[src/rtl/tfq_pkg.sv]
package tfq_pkg;

    localparam int DATA_W = 8;

    typedef enum logic [1:0] {
        TRIG_EMPTY  = 2'b00,
        TRIG_FREE4  = 2'b01,
        TRIG_FREE8  = 2'b10,
        TRIG_FREE12 = 2'b11
    } trig_e;

    typedef enum logic [1:0] {
        LEN5 = 2'b00,
        LEN6 = 2'b01,
        LEN7 = 2'b10,
        LEN8 = 2'b11
    } clen_e;

    typedef struct packed {
        logic push_ok;
        logic pop_ok;
    } xfer_t;

    function automatic logic [DATA_W-1:0] len_mask(clen_e len);
        case (len)
            LEN5:    return 8'h1F;
            LEN6:    return 8'h3F;
            LEN7:    return 8'h7F;
            default: return 8'hFF;
        endcase
    endfunction

    // free slots required for ready; quarter steps of the depth
    function automatic int free_needed(trig_e t, int depth);
        case (t)
            TRIG_FREE4:  return depth / 4;
            TRIG_FREE8:  return depth / 2;
            TRIG_FREE12: return (depth / 4) * 3;
            default:     return depth;
        endcase
    endfunction

endpackage

[src/rtl/tfq_store.sv]
module tfq_store
    import tfq_pkg::*;
#(
    parameter int DEPTH = 16
) (
    input  logic              clk,
    input  logic              rst,
    input  xfer_t             xf,
    input  logic              pop_req,
    input  clen_e             clen,
    input  logic [DATA_W-1:0] wdata,
    output logic [DATA_W-1:0] pop_data
);
    localparam int AW = (DEPTH > 1) ? $clog2(DEPTH) : 1;

    logic [DATA_W-1:0] mem [DEPTH];
    logic [AW-1:0]     wr_ptr, rd_ptr;

    function automatic logic [AW-1:0] nxt(logic [AW-1:0] p);
        return (p == AW'(DEPTH - 1)) ? '0 : p + AW'(1);
    endfunction

    always_ff @(posedge clk) begin
        if (xf.push_ok) mem[wr_ptr] <= wdata;
    end

    always_ff @(posedge clk) begin
        if (rst) begin
            wr_ptr   <= '0;
            rd_ptr   <= '0;
            pop_data <= '0;
        end else begin
            if (xf.push_ok) wr_ptr <= nxt(wr_ptr);
            if (xf.pop_ok) begin
                rd_ptr   <= nxt(rd_ptr);
                pop_data <= mem[rd_ptr] & len_mask(clen);
            end else if (pop_req) begin
                pop_data <= '0;
            end
        end
    end


    empty_pop_zero_chk: assert property (@(posedge clk) disable iff (rst)
        (pop_req && !xf.pop_ok) |=> (pop_data == '0));


    len5_mask_chk: assert property (@(posedge clk) disable iff (rst)
        (xf.pop_ok && clen == LEN5) |=> (pop_data[7:5] == 3'b000));

endmodule

[src/rtl/tfq_level.sv]
module tfq_level
    import tfq_pkg::*;
#(
    parameter int DEPTH = 16,
    localparam int CW = $clog2(DEPTH + 1)
) (
    input  logic          clk,
    input  logic          rst,
    input  xfer_t         xf,
    input  logic          push_req,
    input  logic          pop_req,
    input  trig_e         trig,
    output logic [CW-1:0] count,
    output logic          full,
    output logic          empty,
    output logic          tx_ready,
    output logic          overflow
);
    logic [CW-1:0] free_slots;

    always_ff @(posedge clk) begin
        if (rst) begin
            count    <= '0;
            overflow <= 1'b0;
        end else begin
            case ({xf.push_ok, xf.pop_ok})
                2'b10:   count <= count + CW'(1);
                2'b01:   count <= count - CW'(1);
                default: count <= count;
            endcase
            if (push_req && full) overflow <= 1'b1;
        end
    end

    always_comb begin
        full       = (count == CW'(DEPTH));
        empty      = (count == '0);
        free_slots = CW'(DEPTH) - count;
        if (trig == TRIG_EMPTY)
            tx_ready = empty;
        else
            tx_ready = (free_slots >= CW'(free_needed(trig, DEPTH)));
    end


    count_bound_chk: assert property (@(posedge clk) disable iff (rst)
        count <= CW'(DEPTH));


    default_trig_chk: assert property (@(posedge clk) disable iff (rst)
        (trig == TRIG_EMPTY && xf.push_ok && !xf.pop_ok && $stable(trig)) |=> !tx_ready);


    overflow_sticky_chk: assert property (@(posedge clk) disable iff (rst)
        overflow |=> overflow);


    full_drop_chk: assert property (@(posedge clk) disable iff (rst)
        (full && push_req && !pop_req) |=> (count == $past(count)));

endmodule

[src/rtl/tx_fifo_thresh.sv]
module tx_fifo_thresh
    import tfq_pkg::*;
#(
    parameter int DEPTH = 16,
    localparam int CW = $clog2(DEPTH + 1)
) (
    input  logic              clk,
    input  logic              rst,
    input  logic              push,
    input  logic [DATA_W-1:0] push_data,
    input  logic              pop,
    input  logic [1:0]        char_len,
    input  logic [1:0]        trig_sel,
    output logic [DATA_W-1:0] pop_data,
    output logic [CW-1:0]     fill_count,
    output logic              full,
    output logic              empty,
    output logic              tx_ready,
    output logic              overflow
);
    xfer_t xf;

    always_comb begin
        xf.push_ok = push && !full;
        xf.pop_ok  = pop && !empty;
    end

    tfq_store #(.DEPTH(DEPTH)) u_store (
        .clk      (clk),
        .rst      (rst),
        .xf       (xf),
        .pop_req  (pop),
        .clen     (clen_e'(char_len)),
        .wdata    (push_data),
        .pop_data (pop_data)
    );

    tfq_level #(.DEPTH(DEPTH)) u_level (
        .clk      (clk),
        .rst      (rst),
        .xf       (xf),
        .push_req (push),
        .pop_req  (pop),
        .trig     (trig_e'(trig_sel)),
        .count    (fill_count),
        .full     (full),
        .empty    (empty),
        .tx_ready (tx_ready),
        .overflow (overflow)
    );

endmodule

[config.mk]
export PLATFORM = sky130hd
export DESIGN_NAME = tx_fifo_thresh
export DESIGN_NICKNAME = d
export VERILOG_FILES = /design/src/rtl/tfq_pkg.sv /design/src/rtl/tfq_store.sv /design/src/rtl/tfq_level.sv /design/src/rtl/tx_fifo_thresh.sv
export SDC_FILE = /design/constraint.sdc
export NUM_CORES = 1
export LEC_CHECK = 0
export ABC_CLOCK_PERIOD_IN_PS = 4300
export BUFFER_PORTS_ARGS = -buffer_cell sky130_fd_sc_hd__buf_2
export CAP_MARGIN = 10
export CORE_UTILIZATION = 60
export DETAILED_ROUTE_END_ITERATION = 8
export PLACE_DENSITY = 0.78
export SLEW_MARGIN = 20
export SYNTH_ARGS = -nofsm -noshare
export SYNTH_HDL_FRONTEND = slang
export SYNTH_SLANG_ARGS = --single-unit
export TNS_END_PERCENT = 20
[constraint.sdc]
create_clock -name clk -period 4.3 [get_ports clk]
set_input_delay 0.86 -clock clk [delete_from_list [all_inputs] [get_ports clk]]
set_output_delay 0.86 -clock clk [all_outputs]
set_load 0.05 [all_outputs]
==> results of run 1 <==
-- layout make-up --
class	count	area [sq um]
Clock buffer	20	425.4
Clock inverter	12	126.4
Fill cell	689	3143
Inverter	11	41.29
Multi-Input combinational cell	198	1831
Sequential cell	154	4365
Tap cell	136	170.2
Timing Repair Buffer	34	175.2
-- sequential cells by signal, indices dropped and copies added, names as in the netlist, named ones only --
name              cells
u_level.count         5
u_store.pop_data      8
u_level.overflow      1
u_store.rd_ptr        4
u_store.mem         128
u_store.wr_ptr        4
-- per-layer routing --
metal | part of all wire [%] | wire length [microns]
met1 | 42 | 5070
met2 | 50 | 5937
met3 | 5.9 | 708
met4 | 1.9 | 233
met5 | 0 | 0
-- critical path, delay by kind of cell, from the launching register on --
family | cells | cell delay [ns]
buf+inv | 1 | 0.28
simple gates | 3 | 0.72
flops | 1 | 0.55
compound gates | 3 | 0.42
fa+ha+maj | 1 | 0.27
-- worst paths after layout --
path	startpoint	end	slack, ns	cells after the start
worst min register to register	u_store.pop_data[0]	u_store.pop_data[0]	0.48	2
worst max register to register	u_level.count[1]	u_level.count[4]	1.17	9
worst max-delay path	u_level.count[1]	tx_ready	0.68	8
worst min-delay path	u_store.pop_data[0]	u_store.pop_data[0]	0.48	2
-- cell usage after synthesis, types with 5 or more instances --
master	number
and2_1	17
mux2i_1	12
o211ai_1	7
nor2_1	14
nand3_1	6
mux4_1	5
dfxtp_1	26
ha_1	14
mux4_2	24
a22oi_1	6
buf_2	8
o21ai_0	7
inv_1	11
clkbuf_1	6
a21oi_1	13
nand2_1	21
edfxtp_1	128
nor3_1	6
-- kinds of logic (layout without fill, tap and decap cells) --
group | after synthesis | after routing | synth area share (%)
compound gates | 48 | 48 | 5.002
simple gates | 86 | 86 | 7.265
buf+inv | 26 | 77 | 1.826
xor+xnor | 7 | 7 | 0.9726
mux | 43 | 43 | 12.92
flops | 154 | 154 | 69.23
fa+ha+maj | 14 | 14 | 2.779
-- through the flow --
step	std cells	setup WS, ns	hold slack [ns]	utilization (%)	total power [mW]
floorplan	378	0.4633	0.4724	-	2.643
global placement	533	1.125	0.4439	63.99	2.842
detailed placement	533	1.072	0.4719	63.99	2.878
CTS	565	0.6466	0.4860	69.36	4.240
global route	565	0.4946	0.5302	69.42	4.404
finish	565	0.6791	0.4836	69.42	4.213
-- power breakdown --
part	leakage (nW)	switching, mW	internal, mW
clock	0.262	0.550	0.821
combinational	0.768	0.574	0.404
sequential	1.37	0.157	1.71
==> impl_metrics.ini, run 1 <==
[run_status]
status = complete, no violations

[yosys]
ys_top_cells_by_area = edfxtp_1, mux4_2, dfxtp_1
synthCells = 378
yosysWarnings = 0
synth.net_count = 408
synth_top_area_cell = edfxtp_1
syn_area_sq_um = 6304
synth_top_area_share_pct = 60.98
yosys_most_used_dff = edfxtp_1
async_reset_ff_share_pct = 0
yosysUniqueCellTypes = 48
syn-mean-instance-area_sq_um = 16.68
synth-edff-count = 128
seq_area_frac_synth_pct = 69.23
ys_ff_latch = 154

[global_routing]
grt_max_degree = 31
grt_pass1_wl_mm = 18.74
grt_overflow_total = 0
met1_usage_pct = 32.08
use_met3_pct = 6.015
top_usage_layer = met2
grt_util_met2_pct = 38.69
track_usage_pct = 24.06
first_global_vias = 3410
antenna_found_initial = 0

[sta]
skew_ns = 0.007132
rsz0062_at_grt = false
worst_slew_pin_slew_ns = 1.025
hold_violations = 0
relSlewSlack_pct = 31.60
period_needed_ns = 3.621
finalSetupViolations = 0
tns_ns = 0
slew_viol_final = 0
fmax_mhz = 276.2
fin_crit_sh_pct = 84.21

[setup_path]
cp_max_fo = 12
crit_path_cell_trace = nor3_1 > nand2b_1 > ha_1 > or3b_2 > a21boi_0 > o21ai_0 > a31oi_1 > buf_2
cpMaxStageDelayCell = dfxtp_1
worst_ep_arrival_time_ns = 2.76
cp-start-kind = register
required_ns = 3.44
slowest_delay_ns = 0.55
path_class = register to output pin
cp-end-kind = output pin

[min_path]
min_path_type = register to register

[final_layout]
nNetsFinal = 446
final_common_cell = edfxtp_1
final_cell_area_sq_um = 7134
areaGrowthSynthToFinish_pct = 13.18
final_cell_mix = edfxtp_1, buf_2, dfxtp_1
layout-drive-gt1-share_pct = 21.21
antenna_cells = 0

[placement]
hpwl_mm = 7.757
gp_routability_congestion = 0.8060
portBuffers = 32
place_area_sq_um = 6576

[drt]
via_count = 3434
wl_per_cell_microns = 21.15
drc = 0
first_pass_iters = 5
finalWirelength_mm = 11.95
viasPerCell = 6.078
ant_nets = 0
initialDrtViolationCount = 209

[floorplan]
fp.dieW_microns = 104.5
row_count = 37
core_area_sq_um = 10280
die_y_microns = 104.5
ios = 33
dieArea_sq_um = 10920
start_util_pct = 61.33

[clocking]
ctsResizeCount = 0
cts.root.buffer_cell = clkbuf_8
clk_path_buf_depth = 2
clkLatencyLatePin_ns = 0.52
cts_tree = yes
cts_buffers = 17
cts_sinks = 154
cts_htree_levels = 4
postCtsSetupBuffers = 0
path_clk_slew_ns = 0.06
cts_hold_buf = 0

[job]
maxCapViolations = 0

[power_and_ir_drop]
ir_drop_mv = 0.3786
powerDensity_nw_per_um2 = 590.6
leakage_nw = 2.398
(Power assumes the default switching activity.)
==> run 2: changes to the inputs <==
Settings changed: ABC_CLOCK_PERIOD_IN_PS 4300 to 3400.
Clock period 4.3 ns to 3.4 ns, I/O delays scaled along.
==> impl_metrics.ini, run 2 (synthesized netlist as in run 1, its figures left out) <==
[run_status]
status = complete, no violations

[clocking]
cts_tree = yes
cts_htree_levels = 4
cts_buffers = 17
clkLatencyLatePin_ns = 0.53
clk_path_buf_depth = 2
cts_sinks = 154
cts.root.buffer_cell = clkbuf_8
cts_hold_buf = 0
path_clk_slew_ns = 0.06

[power_and_ir_drop]
leakage_nw = 2.445
powerDensity_nw_per_um2 = 775.0
power_mw = 5.605
ir_drop_mv = 0.5770

[drt]
finalWirelength_mm = 12.82
first_pass_iters = 6
drc = 0
viasPerCell = 6.266
wl_per_cell_microns = 22.62
ant_nets = 0
via_count = 3553
initialDrtViolationCount = 314

[final_layout]
layout-drive-gt1-share_pct = 23.43
nFillCells = 636
final_cell_area_sq_um = 7232
reg.largest.list = u_store.mem (128), u_store.pop_data (8), u_level.count (5)
largest_reg_flops = 128
final_cells = 567
final_cell_mix = edfxtp_1, buf_2, mux4_2
final_common_cell = edfxtp_1
areaGrowthSynthToFinish_pct = 14.73
top_register = u_store.mem
nNetsFinal = 448
antenna_cells = 0

[setup_path]
cp-start-kind = register
path_class = register to output pin
worst_ep_arrival_time_ns = 2.54
required_ns = 2.72
cp-end-kind = output pin
cp_max_fo = 12

[floorplan]
row_count = 37
die_y_microns = 104.5
dieArea_sq_um = 10920
ios = 33
core_area_sq_um = 10280
fp.dieW_microns = 104.5
start_util_pct = 61.33

[sta]
finalSetupViolations = 0
relSlewSlack_pct = 48.47
period_needed_ns = 3.224
rsz0062_at_grt = false
slew_viol_final = 0
hold_violations = 0
worst_slew_pin_slew_ns = 0.7718
fmax_mhz = 310.1
skew_ns = 0.007917
fin_crit_sh_pct = 94.83

[global_routing]
grt_pass1_wl_mm = 19.62
antenna_found_initial = 0
track_usage_pct = 25.43
grt_overflow_total = 0
first_global_vias = 3523
grt_max_degree = 24

[min_path]
min_path_type = input pin to register

[placement]
portBuffers = 32
place_inst = 535
gp_routability_congestion = 0.8210
hpwl_mm = 8.051
place_area_sq_um = 6600

[job]
maxCapViolations = 0
run 2: what timing repair did:
item,in CTS,in global routing
pin swaps,0,0
endpoints found under the setup margin,1,1
buffers inserted,0,0
resized for setup,3,4
run 2: path summary, 6_finish.rpt:
check	start	to	slack (ns)	cells past startpoint
worst min register to register	u_level.overflow	u_level.overflow	0.48	2
worst min-delay path	push	u_level.overflow	0.42	3
worst max-delay path	u_level.count[1]	tx_ready	0.18	8
worst max register to register	u_level.count[1]	u_level.count[2]	0.34	11
run 2: routing by layer:
layer / global-route usage [%] / share of wire, % / vias to the layer above
li1: - / - / 1572
met1: 32.59 / 41 / 1806
met2: 40.49 / 50 / 149
met3: 7.769 / 6.5 / 26
met4: 10.82 / 2.6 / 0
met5: 0 / 0 / -
run 2: area by class of cell:
class	instances	area [sq um]	area share, %
repair buffers	36	192.7	2.664
multi-input cells	198	1838	25.42
inverters	11	41.29	0.5709
well taps	136	170.2	2.353
clock inverters	12	170.2	2.353
flip-flops and latches	154	4374	60.48
clock buffers	20	445.4	6.159
run 2: critical path, cell delays in order (launching register included):
cell and delay, ns:
dfxtp_4 0.41, nor3_2 0.07, nand2b_1 0.14, ha_1 0.26, or3b_2 0.43, a21boi_0 0.18
o21ai_0 0.11, a31oi_2 0.19, buf_4 0.22
run 2: metrics by stage:
step	hold slack (ns)	utilization [%]	setup TNS (ns)	setup WS, ns
2_1_floorplan	0.4724	-	-0.01567	-0.01567
3_3_place_gp	0.4570	64.22	0	0.4050
3_5_place_dp	0.4708	64.22	0	0.3000
4_1_cts	0.3942	70.26	0	0.02849
5_1_grt	0.3981	70.37	0	0.01146
6_report	0.4177	70.37	0	0.1757
run 2: report_power, final:
part	internal (mW)	leakage [nW]	switching [mW]
combinational	0.539	0.779	0.812
clock	1.23	0.296	0.713
sequential	2.16	1.37	0.149
total	3.93	2.44	1.67
